<file path="src/rtl/sctr_pkg.sv">
package sctr_pkg;

    // Compare frame state
    typedef enum logic [1:0] {
        CMP_OFF   = 2'd0,
        CMP_ARMED = 2'd1,
        CMP_HIT   = 2'd2
    } cmp_state_e;

    // Register offsets
    localparam int CNT_LO_OFS   = 32'h0000_0008;
    localparam int CNT_HI_OFS   = 32'h0000_000C;
    localparam int CMP_BASE     = 32'h0001_0000;
    localparam int CMP_LO_OFS   = CMP_BASE + 32'h20;
    localparam int CMP_HI_OFS   = CMP_BASE + 32'h24;
    localparam int CMP_CTRL_OFS = CMP_BASE + 32'h2C;

    // Control word bit positions
    localparam int CTRL_EN_BIT   = 0;
    localparam int CTRL_MASK_BIT = 1;
    localparam int CTRL_STAT_BIT = 2;

endpackage

</file>
<file path="src/rtl/sctr_counter.sv">
module sctr_counter #(
    parameter int              CNT_W = 56,
    parameter logic [CNT_W-1:0] INIT = '0
) (
    input  logic               clk,
    input  logic               rst,
    output logic [31:0]        cnt_lo,
    output logic [CNT_W-33:0]  cnt_hi
);
    localparam int HI_W = CNT_W - 32;

    logic [31:0]     lo_q;
    logic [HI_W-1:0] hi_q;

    always_ff @(posedge clk) begin
        if (rst) begin
            lo_q <= INIT[31:0];
            hi_q <= INIT[CNT_W-1:32];
        end else begin
            lo_q <= lo_q + 32'd1;
            if (lo_q == '1)
                hi_q <= hi_q + {{(HI_W-1){1'b0}}, 1'b1};
        end
    end

    assign cnt_lo = lo_q;
    assign cnt_hi = hi_q;


    lo_step_chk: assert property (@(posedge clk) disable iff (rst)
        1'b1 |=> lo_q == $past(lo_q) + 32'd1);


    hi_hold_chk: assert property (@(posedge clk) disable iff (rst)
        (lo_q != '1) |=> $stable(hi_q));


    hi_step_chk: assert property (@(posedge clk) disable iff (rst)
        (lo_q == '1) |=> hi_q == $past(hi_q) + {{(HI_W-1){1'b0}}, 1'b1});

endmodule

</file>
<file path="src/rtl/sctr_cmp_fsm.sv">
module sctr_cmp_fsm
    import sctr_pkg::*;
#(
    parameter int CNT_W = 56,
    parameter int CMP_W = 64
) (
    input  logic             clk,
    input  logic             rst,
    input  logic [CNT_W-1:0] cnt,
    input  logic [CMP_W-1:0] cmp,
    input  logic             ctrl_wr,
    input  logic             ctrl_en_w,
    input  logic             ctrl_mask_w,
    output logic             en,
    output logic             mask,
    output logic             status,
    output logic             irq
);
    localparam int PAD_W = CMP_W - CNT_W;

    cmp_state_e state_q, state_d;
    logic       mask_q, mask_d;
    logic       irq_q;
    logic       hit;
    logic       disarm;
    logic       arm;

    assign hit    = {{PAD_W{1'b0}}, cnt} >= cmp;
    assign arm    = ctrl_wr &&  ctrl_en_w;
    assign disarm = ctrl_wr && !ctrl_en_w;
    assign mask_d = ctrl_wr ? ctrl_mask_w : mask_q;

    // Next-state logic
    always_comb begin
        state_d = state_q;
        unique case (state_q)
            CMP_OFF:   if (arm)    state_d = CMP_ARMED;
            CMP_ARMED: if (disarm) state_d = CMP_OFF;
                       else if (hit) state_d = CMP_HIT;
            CMP_HIT:   if (disarm) state_d = CMP_OFF;
            default:   state_d = CMP_OFF;
        endcase
    end

    // State register and registered interrupt
    always_ff @(posedge clk) begin
        if (rst) begin
            state_q <= CMP_OFF;
            mask_q  <= 1'b0;
            irq_q   <= 1'b0;
        end else begin
            state_q <= state_d;
            mask_q  <= mask_d;
            irq_q   <= (state_d == CMP_HIT) && !mask_d;
        end
    end

    // Outputs
    always_comb begin
        en     = (state_q != CMP_OFF);
        status = (state_q == CMP_HIT);
        mask   = mask_q;
        irq    = irq_q;
    end


    fire_cause_chk: assert property (@(posedge clk) disable iff (rst)
        $rose(status) |-> $past(hit) && $past(en));


    irq_gate_chk: assert property (@(posedge clk) disable iff (rst)
        irq |-> status && !mask);


    disarm_clear_chk: assert property (@(posedge clk) disable iff (rst)
        disarm |=> !status && !irq && !en);


    off_quiet_chk: assert property (@(posedge clk) disable iff (rst)
        (!en && !arm) |=> !status);

endmodule

</file>
<file path="src/rtl/sctr_regs.sv">
module sctr_regs
    import sctr_pkg::*;
#(
    parameter int ADDR_W = 20,
    parameter int CNT_W  = 56
) (
    input  logic              clk,
    input  logic              rst,
    input  logic              bus_wr,
    input  logic [ADDR_W-1:0] bus_addr,
    input  logic [31:0]       bus_wdata,
    input  logic [31:0]       cnt_lo,
    input  logic [CNT_W-33:0] cnt_hi,
    input  logic              en,
    input  logic              mask,
    input  logic              status,
    output logic [63:0]       cmp,
    output logic              ctrl_wr,
    output logic              ctrl_en_w,
    output logic              ctrl_mask_w,
    output logic [31:0]       bus_rdata
);
    localparam int HI_W  = CNT_W - 32;
    localparam int PAD_W = 32 - HI_W;

    logic sel_cnt_lo, sel_cnt_hi, sel_cmp_lo, sel_cmp_hi, sel_ctrl;
    logic [31:0] cmp_lo_q, cmp_hi_q;

    assign sel_cnt_lo = bus_addr == ADDR_W'(CNT_LO_OFS);
    assign sel_cnt_hi = bus_addr == ADDR_W'(CNT_HI_OFS);
    assign sel_cmp_lo = bus_addr == ADDR_W'(CMP_LO_OFS);
    assign sel_cmp_hi = bus_addr == ADDR_W'(CMP_HI_OFS);
    assign sel_ctrl   = bus_addr == ADDR_W'(CMP_CTRL_OFS);

    always_ff @(posedge clk) begin
        if (rst) begin
            cmp_lo_q <= '0;
            cmp_hi_q <= '0;
        end else if (bus_wr) begin
            if (sel_cmp_lo) cmp_lo_q <= bus_wdata;
            if (sel_cmp_hi) cmp_hi_q <= bus_wdata;
        end
    end

    assign cmp         = {cmp_hi_q, cmp_lo_q};
    assign ctrl_wr     = bus_wr && sel_ctrl;
    assign ctrl_en_w   = bus_wdata[CTRL_EN_BIT];
    assign ctrl_mask_w = bus_wdata[CTRL_MASK_BIT];

    always_comb begin
        bus_rdata = '0;
        if (sel_cnt_lo) bus_rdata = cnt_lo;
        if (sel_cnt_hi) bus_rdata = {{PAD_W{1'b0}}, cnt_hi};
        if (sel_cmp_lo) bus_rdata = cmp_lo_q;
        if (sel_cmp_hi) bus_rdata = cmp_hi_q;
        if (sel_ctrl) begin
            bus_rdata[CTRL_EN_BIT]   = en;
            bus_rdata[CTRL_MASK_BIT] = mask;
            bus_rdata[CTRL_STAT_BIT] = status;
        end
    end


    cmp_lo_wr_chk: assert property (@(posedge clk) disable iff (rst)
        (bus_wr && sel_cmp_lo) |=> cmp_lo_q == $past(bus_wdata));


    cmp_hi_wr_chk: assert property (@(posedge clk) disable iff (rst)
        (bus_wr && sel_cmp_hi) |=> cmp_hi_q == $past(bus_wdata));


    cmp_hold_chk: assert property (@(posedge clk) disable iff (rst)
        !(bus_wr && (sel_cmp_lo || sel_cmp_hi)) |=> $stable(cmp));

endmodule

</file>
<file path="src/rtl/sctr_timebase.sv">
module sctr_timebase
    import sctr_pkg::*;
#(
    parameter int              ADDR_W   = 20,
    parameter int              CNT_W    = 56,
    parameter logic [CNT_W-1:0] CNT_INIT = '0
) (
    input  logic              clk,
    input  logic              rst,
    input  logic              bus_wr,
    input  logic [ADDR_W-1:0] bus_addr,
    input  logic [31:0]       bus_wdata,
    output logic [31:0]       bus_rdata,
    output logic              irq
);
    localparam int CMP_W = 64;
    localparam int HI_W  = CNT_W - 32;

    logic [31:0]      cnt_lo;
    logic [HI_W-1:0]  cnt_hi;
    logic [CMP_W-1:0] cmp;
    logic             ctrl_wr, ctrl_en_w, ctrl_mask_w;
    logic             en, mask, status;

    sctr_counter #(.CNT_W(CNT_W), .INIT(CNT_INIT)) u_counter (
        .clk    (clk),
        .rst    (rst),
        .cnt_lo (cnt_lo),
        .cnt_hi (cnt_hi)
    );

    sctr_regs #(.ADDR_W(ADDR_W), .CNT_W(CNT_W)) u_regs (
        .clk         (clk),
        .rst         (rst),
        .bus_wr      (bus_wr),
        .bus_addr    (bus_addr),
        .bus_wdata   (bus_wdata),
        .cnt_lo      (cnt_lo),
        .cnt_hi      (cnt_hi),
        .en          (en),
        .mask        (mask),
        .status      (status),
        .cmp         (cmp),
        .ctrl_wr     (ctrl_wr),
        .ctrl_en_w   (ctrl_en_w),
        .ctrl_mask_w (ctrl_mask_w),
        .bus_rdata   (bus_rdata)
    );

    sctr_cmp_fsm #(.CNT_W(CNT_W), .CMP_W(CMP_W)) u_fsm (
        .clk         (clk),
        .rst         (rst),
        .cnt         ({cnt_hi, cnt_lo}),
        .cmp         (cmp),
        .ctrl_wr     (ctrl_wr),
        .ctrl_en_w   (ctrl_en_w),
        .ctrl_mask_w (ctrl_mask_w),
        .en          (en),
        .mask        (mask),
        .status      (status),
        .irq         (irq)
    );


    stat_ro_chk: assert property (@(posedge clk) disable iff (rst)
        (ctrl_wr && !en) |=> !status);

endmodule

</file>
<file path="config.mk">
export PLATFORM = sky130hd
export DESIGN_NAME = sctr_timebase
export DESIGN_NICKNAME = d
export VERILOG_FILES = /design/src/rtl/sctr_pkg.sv /design/src/rtl/sctr_counter.sv /design/src/rtl/sctr_cmp_fsm.sv /design/src/rtl/sctr_regs.sv /design/src/rtl/sctr_timebase.sv
export SDC_FILE = /design/constraint.sdc
export NUM_CORES = 1
export LEC_CHECK = 0
export BUFFER_PORTS_ARGS = -buffer_cell sky130_fd_sc_hd__buf_2
export CAP_MARGIN = 10
export CORE_ASPECT_RATIO = 1.5
export CORE_MARGIN = 2
export CORE_UTILIZATION = 45
export DETAILED_ROUTE_END_ITERATION = 8
export GPL_ROUTABILITY_DRIVEN = 0
export PLACE_DENSITY_LB_ADDON = 0.25
export SYNTH_ARGS = -nofsm -noshare
export SYNTH_HDL_FRONTEND = slang
export SYNTH_HIERARCHICAL = 1
export SYNTH_SLANG_ARGS = --single-unit
export TNS_END_PERCENT = 30
</file>
<file path="constraint.sdc">
create_clock -name clk -period 3 [get_ports clk]
set_input_delay 0.15 -clock clk [delete_from_list [all_inputs] [get_ports clk]]
set_output_delay 0.15 -clock clk [all_outputs]
set_load 0.1 [all_outputs]
</file>
# Yosys cells after proc, flatten, opt, wreduce, memory -nomap -nowiden
# Index checks and enable logic that the tools add are counted.
dict set report word_totals {
  ff_bits 124
  inputBits 55
  out_inout_bits 33
  elab_cells 40
}
dict set report classes {
  n_addsub 2
  magnitude_cmp 1
  n_eq_ne 9
  mux 11
  n_reduce_logical 10
}
# op count
set ops {}
lappend ops {{32-bit two-way mux} 4}
lappend ops {{56-bit by 64-bit greater-or-equal comparator with 1-bit output} 1}
lappend ops {{20-bit by 17-bit equality test with 1-bit output (second input constant)} 3}
lappend ops {{20-bit by 4-bit equality test with 1-bit output (second input constant)} 2}
lappend ops {{32-bit by 1-bit adder with 32-bit output (second input constant)} 1}
lappend ops {{32-bit equality test (second input constant)} 1}
lappend ops {{24-bit by 1-bit adder with 24-bit output (second input constant)} 1}
lappend ops {{2-bit two-way mux} 4}
lappend ops {{2-bit one-hot mux with 3 select lines} 1}
lappend ops {{2-bit equality test (second input constant)} 2}
lappend ops {{1-bit logical AND} 4}
lappend ops {{2-bit AND reduction} 2}
lappend ops {{3-bit two-way mux} 1}
lappend ops {{2-bit by 1-bit equality test with 1-bit output (second input constant)} 1}
lappend ops {{1-bit logical NOT} 2}
lappend ops {{2-bit logical NOT} 1}
lappend ops {{2-bit nonzero test} 1}
lappend ops {{1-bit two-way mux} 1}

# Logic depth before layout (Yosys ltp)
dict set report logic_depth {
  ltp_word 7
  mapped_depth 9
  mapped_depth_nobuf 8
}

# Modules after synthesis
# The synthesis kept the hierarchy.
# mod instances cells_per_inst area_per_inst_um2 seq_area_each_um2
set modules_own_cells {}
lappend modules_own_cells {sctr_regs 1 483 3829.9 1281.2}
lappend modules_own_cells {sctr_counter 1 297 2590.0 1121.1}
lappend modules_own_cells {sctr_cmp_fsm 1 227 1665.3 80.1}

# Worst setup path after synthesis
# OpenSTA, ideal clock, no wires.
dict set report synth_timing {
  path_type {input port to output port}
  startpoint {input bus_addr[2]}
  endpoint {output bus_rdata[10]}
  t_arrival_ps 3229
  t_required_ps 2850
  slack_ps -379
  path_stages 5
  path_buffers 3
  cell_sequence {buf_4 buf_2 clkbuf_1 o21ai_0 a221oi_1}
}
dict set report synth_via {
  elab_chain_len 5
  elab_cells_between_ends 8
  cone_classes {eq/ne (4); mux (4)}
}
# element line_no
set synth_rtl {}
lappend synth_rtl {{start: declaration} sctr_timebase.sv:11} ;# input logic [ADDR_W-1:0] bus_addr,
lappend synth_rtl {{20-bit by 4-bit equality test with 1-bit output} sctr_regs.sv:29} ;# assign sel_cnt_lo = bus_addr == ADDR_W'(CNT_LO_OFS);
lappend synth_rtl {{32-bit two-way mux} sctr_regs.sv:52} ;# if (sel_cnt_lo) bus_rdata = cnt_lo;
lappend synth_rtl {{32-bit two-way mux} sctr_regs.sv:53} ;# if (sel_cnt_hi) bus_rdata = {{PAD_W{1'b0}}, cnt_hi};
lappend synth_rtl {{32-bit two-way mux} sctr_regs.sv:54} ;# if (sel_cmp_lo) bus_rdata = cmp_lo_q;
lappend synth_rtl {{32-bit two-way mux *} sctr_regs.sv:55} ;# if (sel_cmp_hi) bus_rdata = cmp_hi_q;
lappend synth_rtl {{end: declaration} sctr_timebase.sv:13} ;# output logic [31:0] bus_rdata,
# Mark *: on every way between the ends. The rest lies on a longest branch, timed or not.

# Worst setup path after layout
dict set report layout_timing {
  startpoint {register u_counter.lo_q[0], in the netlist u_counter/cnt_lo[0]}
  endpoint {register u_counter.hi_q[23], in the netlist u_counter/cnt_hi[23]}
}
dict set report layout_via {
  elab_chain_len 1
}
# element line_no
set layout_rtl {}
lappend layout_rtl {{start: declaration} sctr_counter.sv:12} ;# logic [31:0] lo_q;
lappend layout_rtl {{start signal: assignment} sctr_counter.sv:17} ;# lo_q <= INIT[31:0];
lappend layout_rtl {{start signal: assignment} sctr_counter.sv:20} ;# lo_q <= lo_q + 32'd1;
lappend layout_rtl {{32-bit equality test} sctr_counter.sv:21} ;# if (lo_q == '1)
lappend layout_rtl {{end signal: assignment} sctr_counter.sv:18} ;# hi_q <= INIT[CNT_W-1:32];
lappend layout_rtl {{end signal: assignment} sctr_counter.sv:22} ;# hi_q <= hi_q + {{(HI_W-1){1'b0}}, 1'b1};
lappend layout_rtl {{end: declaration} sctr_counter.sv:13} ;# logic [HI_W-1:0] hi_q;
# Every way passes these cells.
# A chain may end at the register's enable or synchronous reset.

==> metrics.txt <==
Hold Crit Class=input pin to register; Placeable Area=roughly 0.018 mm²; kind of cell adding the most delay to the critical path=simple AND/OR/NAND/NOR gates; Clk Latency, worst-skew pair=between 400 and 500 ps; CP Launch Point=u_counter/cnt_lo[0]$_SDFF_PP0_; Crit Path Max Fanout=14; Via density=between 6 and 7; crit path cell chain=ha_1, nand4_1, nor4_4, nand4_2, or4_1, a21oi_1; # IOs=roughly 90; Post-Syn Nets=between 1000 and 1500; post-synth top area cell=dfxtp_1; post-synth top area share=30.70%; Critical Path RT=around 3300 ps; ANT cells=0; fill cell count=1657; Synthesis Warnings=6; RSZ-0062 raised after global routing=false; Final setup viols=0; chip width=approximately 110 µm; DP HPWL=roughly 19000 µm; Rel. slew slack=31.29%; CP Class=register to register; Fmax=around 0.40 GHz; initial cell density of the core=45.44%; area of the mapped netlist=~0.0081 mm²; first-pass GRT wire length=~41000 µm; CTS tree=yes; largest net degree at the start of global routing=49; Avg Cell Area, Syn=8.029 µm²; postcts setup bufs=0; sequential-to-total area share from yosys stat=30.70%; Area Overhead vs Synth=17.43%; status=complete, no violations; Unique masters post-synth=63; die area=around 0.019 mm²; WP buf/inv=0; share of cells above drive strength 1=between 15 and 20%; Post-Place Cells=roughly 1300; static leakage=between 3 and 4 nW; DR WL/cell=around 20 µm; Power Density=between 400 and 500 mW/mm²; Final Skew=8.448 ps; reg2reg start=u_counter/cnt_lo[0]$_SDFF_PP0_; Area contributors post-synth=dfxtp_1 (31%), ha_1 (9.0%), a21oi_1 (6.9%); count leader, synth=dfxtp_1; GRT overflow=0; post-CTS sizing=0; initial antenna violation count=0; crit path launch type=register; worst slew pin tran=slightly above 1000 ps; Residual DRC=0; Slowest cell on crit path=or4_1; Via Count=7954; fin worst setup slack=approximately 480 ps; Post-DRT Antenna Nets=0; vias in the first global route=7536; Synth Flop Type=dfxtp_1; clock slew at reported path FFs=~60 ps; IO buf count=87; Final Non-Filler Cells=approximately 1300; max_cap viols=0; fin nets=roughly 1200; Max Slew Vio Count=0; DRT Pass-1 Iters=6; worst stage delay on the critical path=roughly 580 ps; share of flip-flops with an asynchronous set or reset=0%; Worst Hold Launch=bus_wdata[31]; Total GRT Usage=27.03%; H-Tree Level Count=4; Critical Path End Type=register; Routed WL=~26000 µm; VDD IR max=roughly 0.28 mV; Final min period=around 2500 ps; critical path data arrival time=approximately 2900 ps; post-synthesis register bit count=124; CTS Sinks=~120; Setup WS pre-CTS=approximately 540 ps; Max clock buf depth=2; chip height=roughly 170 µm; Hold Vio Cnt, Final=0; DRT iter0 DRCs=798; hold_buf cts=8; period utilisation layout=between 80% and 90%; site row count=60; CTS Buf Count=17; Post-Synthesis Cells=1007; Final Power=slightly above 0.004 W; clk root buf=clkbuf_16; Post-synth EDFFs=0; Synth top cells by count=dfxtp_1 (124), a21oi_1 (112), o21ai_0 (91), inv_1 (70), nand2_1 (64)
-- metal layers --
layer / vias to the layer above / track usage, % / wire (µm)
met1: 3804 / 34.68 / 10700
met2: 288 / 44.52 / 12590
met3: 47 / 5.508 / 1529
met4: 0 / 10.34 / 889
li1: 3815 / - / -
met5: - / 0 / 0
-- cell type report --
| type | instances | area, µm² | area share (%) |
|---|---|---|---|
| timing repair buffer | 121 | 903.4 | 9.515 |
| sequential | 124 | 2482 | 26.15 |
| multi-input combinational | 745 | 4941 | 52.04 |
| inverter | 70 | 262.8 | 2.768 |
| clock buffer | 18 | 439.2 | 4.626 |
| tap | 217 | 271.5 | 2.860 |
| clock inverter | 14 | 193.9 | 2.043 |
-- registers in the layout (all words and copies together) (netlist names) --
register          count
u_regs/cmp_hi_q      32
u_counter/cnt_hi     24
u_fsm/mask            1
u_fsm/irq             1
u_counter/cnt_lo     32
u_regs/cmp_lo_q      32
u_fsm/state_q         2
-- cell families (layout without fill, tap and decap cells) --
kind of cell / Yosys count / after routing / synth area share (%)
xor gates and xnor gates: 29 / 29 / 3.141
adders and majority gates: 58 / 58 / 8.976
and+or+nand+nor: 360 / 360 / 25.66
buffers and inverters: 138 / 223 / 8.387
AOI/OAI and AO/OA: 270 / 270 / 19.51
muxes: 28 / 28 / 3.621
DFF: 124 / 124 / 30.70
-- path summary, 6_finish.rpt --
path / endpoint / slack, ps / cells past startpoint
worst max-delay path: u_counter/cnt_hi[23]$_SDFFE_PP0N_ / 480 / 6
worst min-delay path: u_regs/cmp_hi_q[31]$_SDFFE_PP0P_ / 6 / 3
worst max register to register: u_counter/cnt_hi[23]$_SDFFE_PP0N_ / 480 / 6
worst min register to register: u_regs/cmp_lo_q[15]$_SDFFE_PP0P_ / 480 / 2
-- through the flow --
step	cell area, µm²	utilization, %	hold slack, ps	TNS (ps)
4_1_cts	9494	53.36	0.3113	0
3_5_place_dp	8781	49.35	424.4	0
2_1_floorplan	8092	-	222.4	-1888
6_report	9494	53.36	6.448	0
5_1_grt	9494	53.36	3.886	0
3_3_place_gp	8781	49.35	422.2	0
-- worst register-to-register path: cells and delay by family (launching register included) --
kind	cells	cell delay, ps
AND/OR/NAND/NOR	4	1670
flip-flops	1	410
adder cells (fa/ha/maj)	1	230
AO/OA/AOI/OAI	1	140
-- power breakdown --
group | total, W | internal [W] | switching [W]
clock | 0.00222 | 0.00141 | 0.000804
combinational | 0.000197 | 0.0000690 | 0.000128
sequential | 0.00166 | 0.00165 | 0.00000523
-- placed cells by master (no fill, tap or decap), types with 10 or more instances in the layout --
master,n
mux2_2,10
clkbuf_16,17
o21ai_0,91
inv_1,70
o22a_1,16
mux2i_1,18
nor3_2,12
nand3_1,61
nor2_1,58
buf_4,25
dfxtp_1,124
ha_1,58
o31ai_1,12
nand4_1,51
and2_1,13
nor3_1,25
buf_2,75
or4_1,12
nand2_1,64
buf_12,13
xor2_1,25
a21oi_1,112
(Power assumes the default switching activity.)
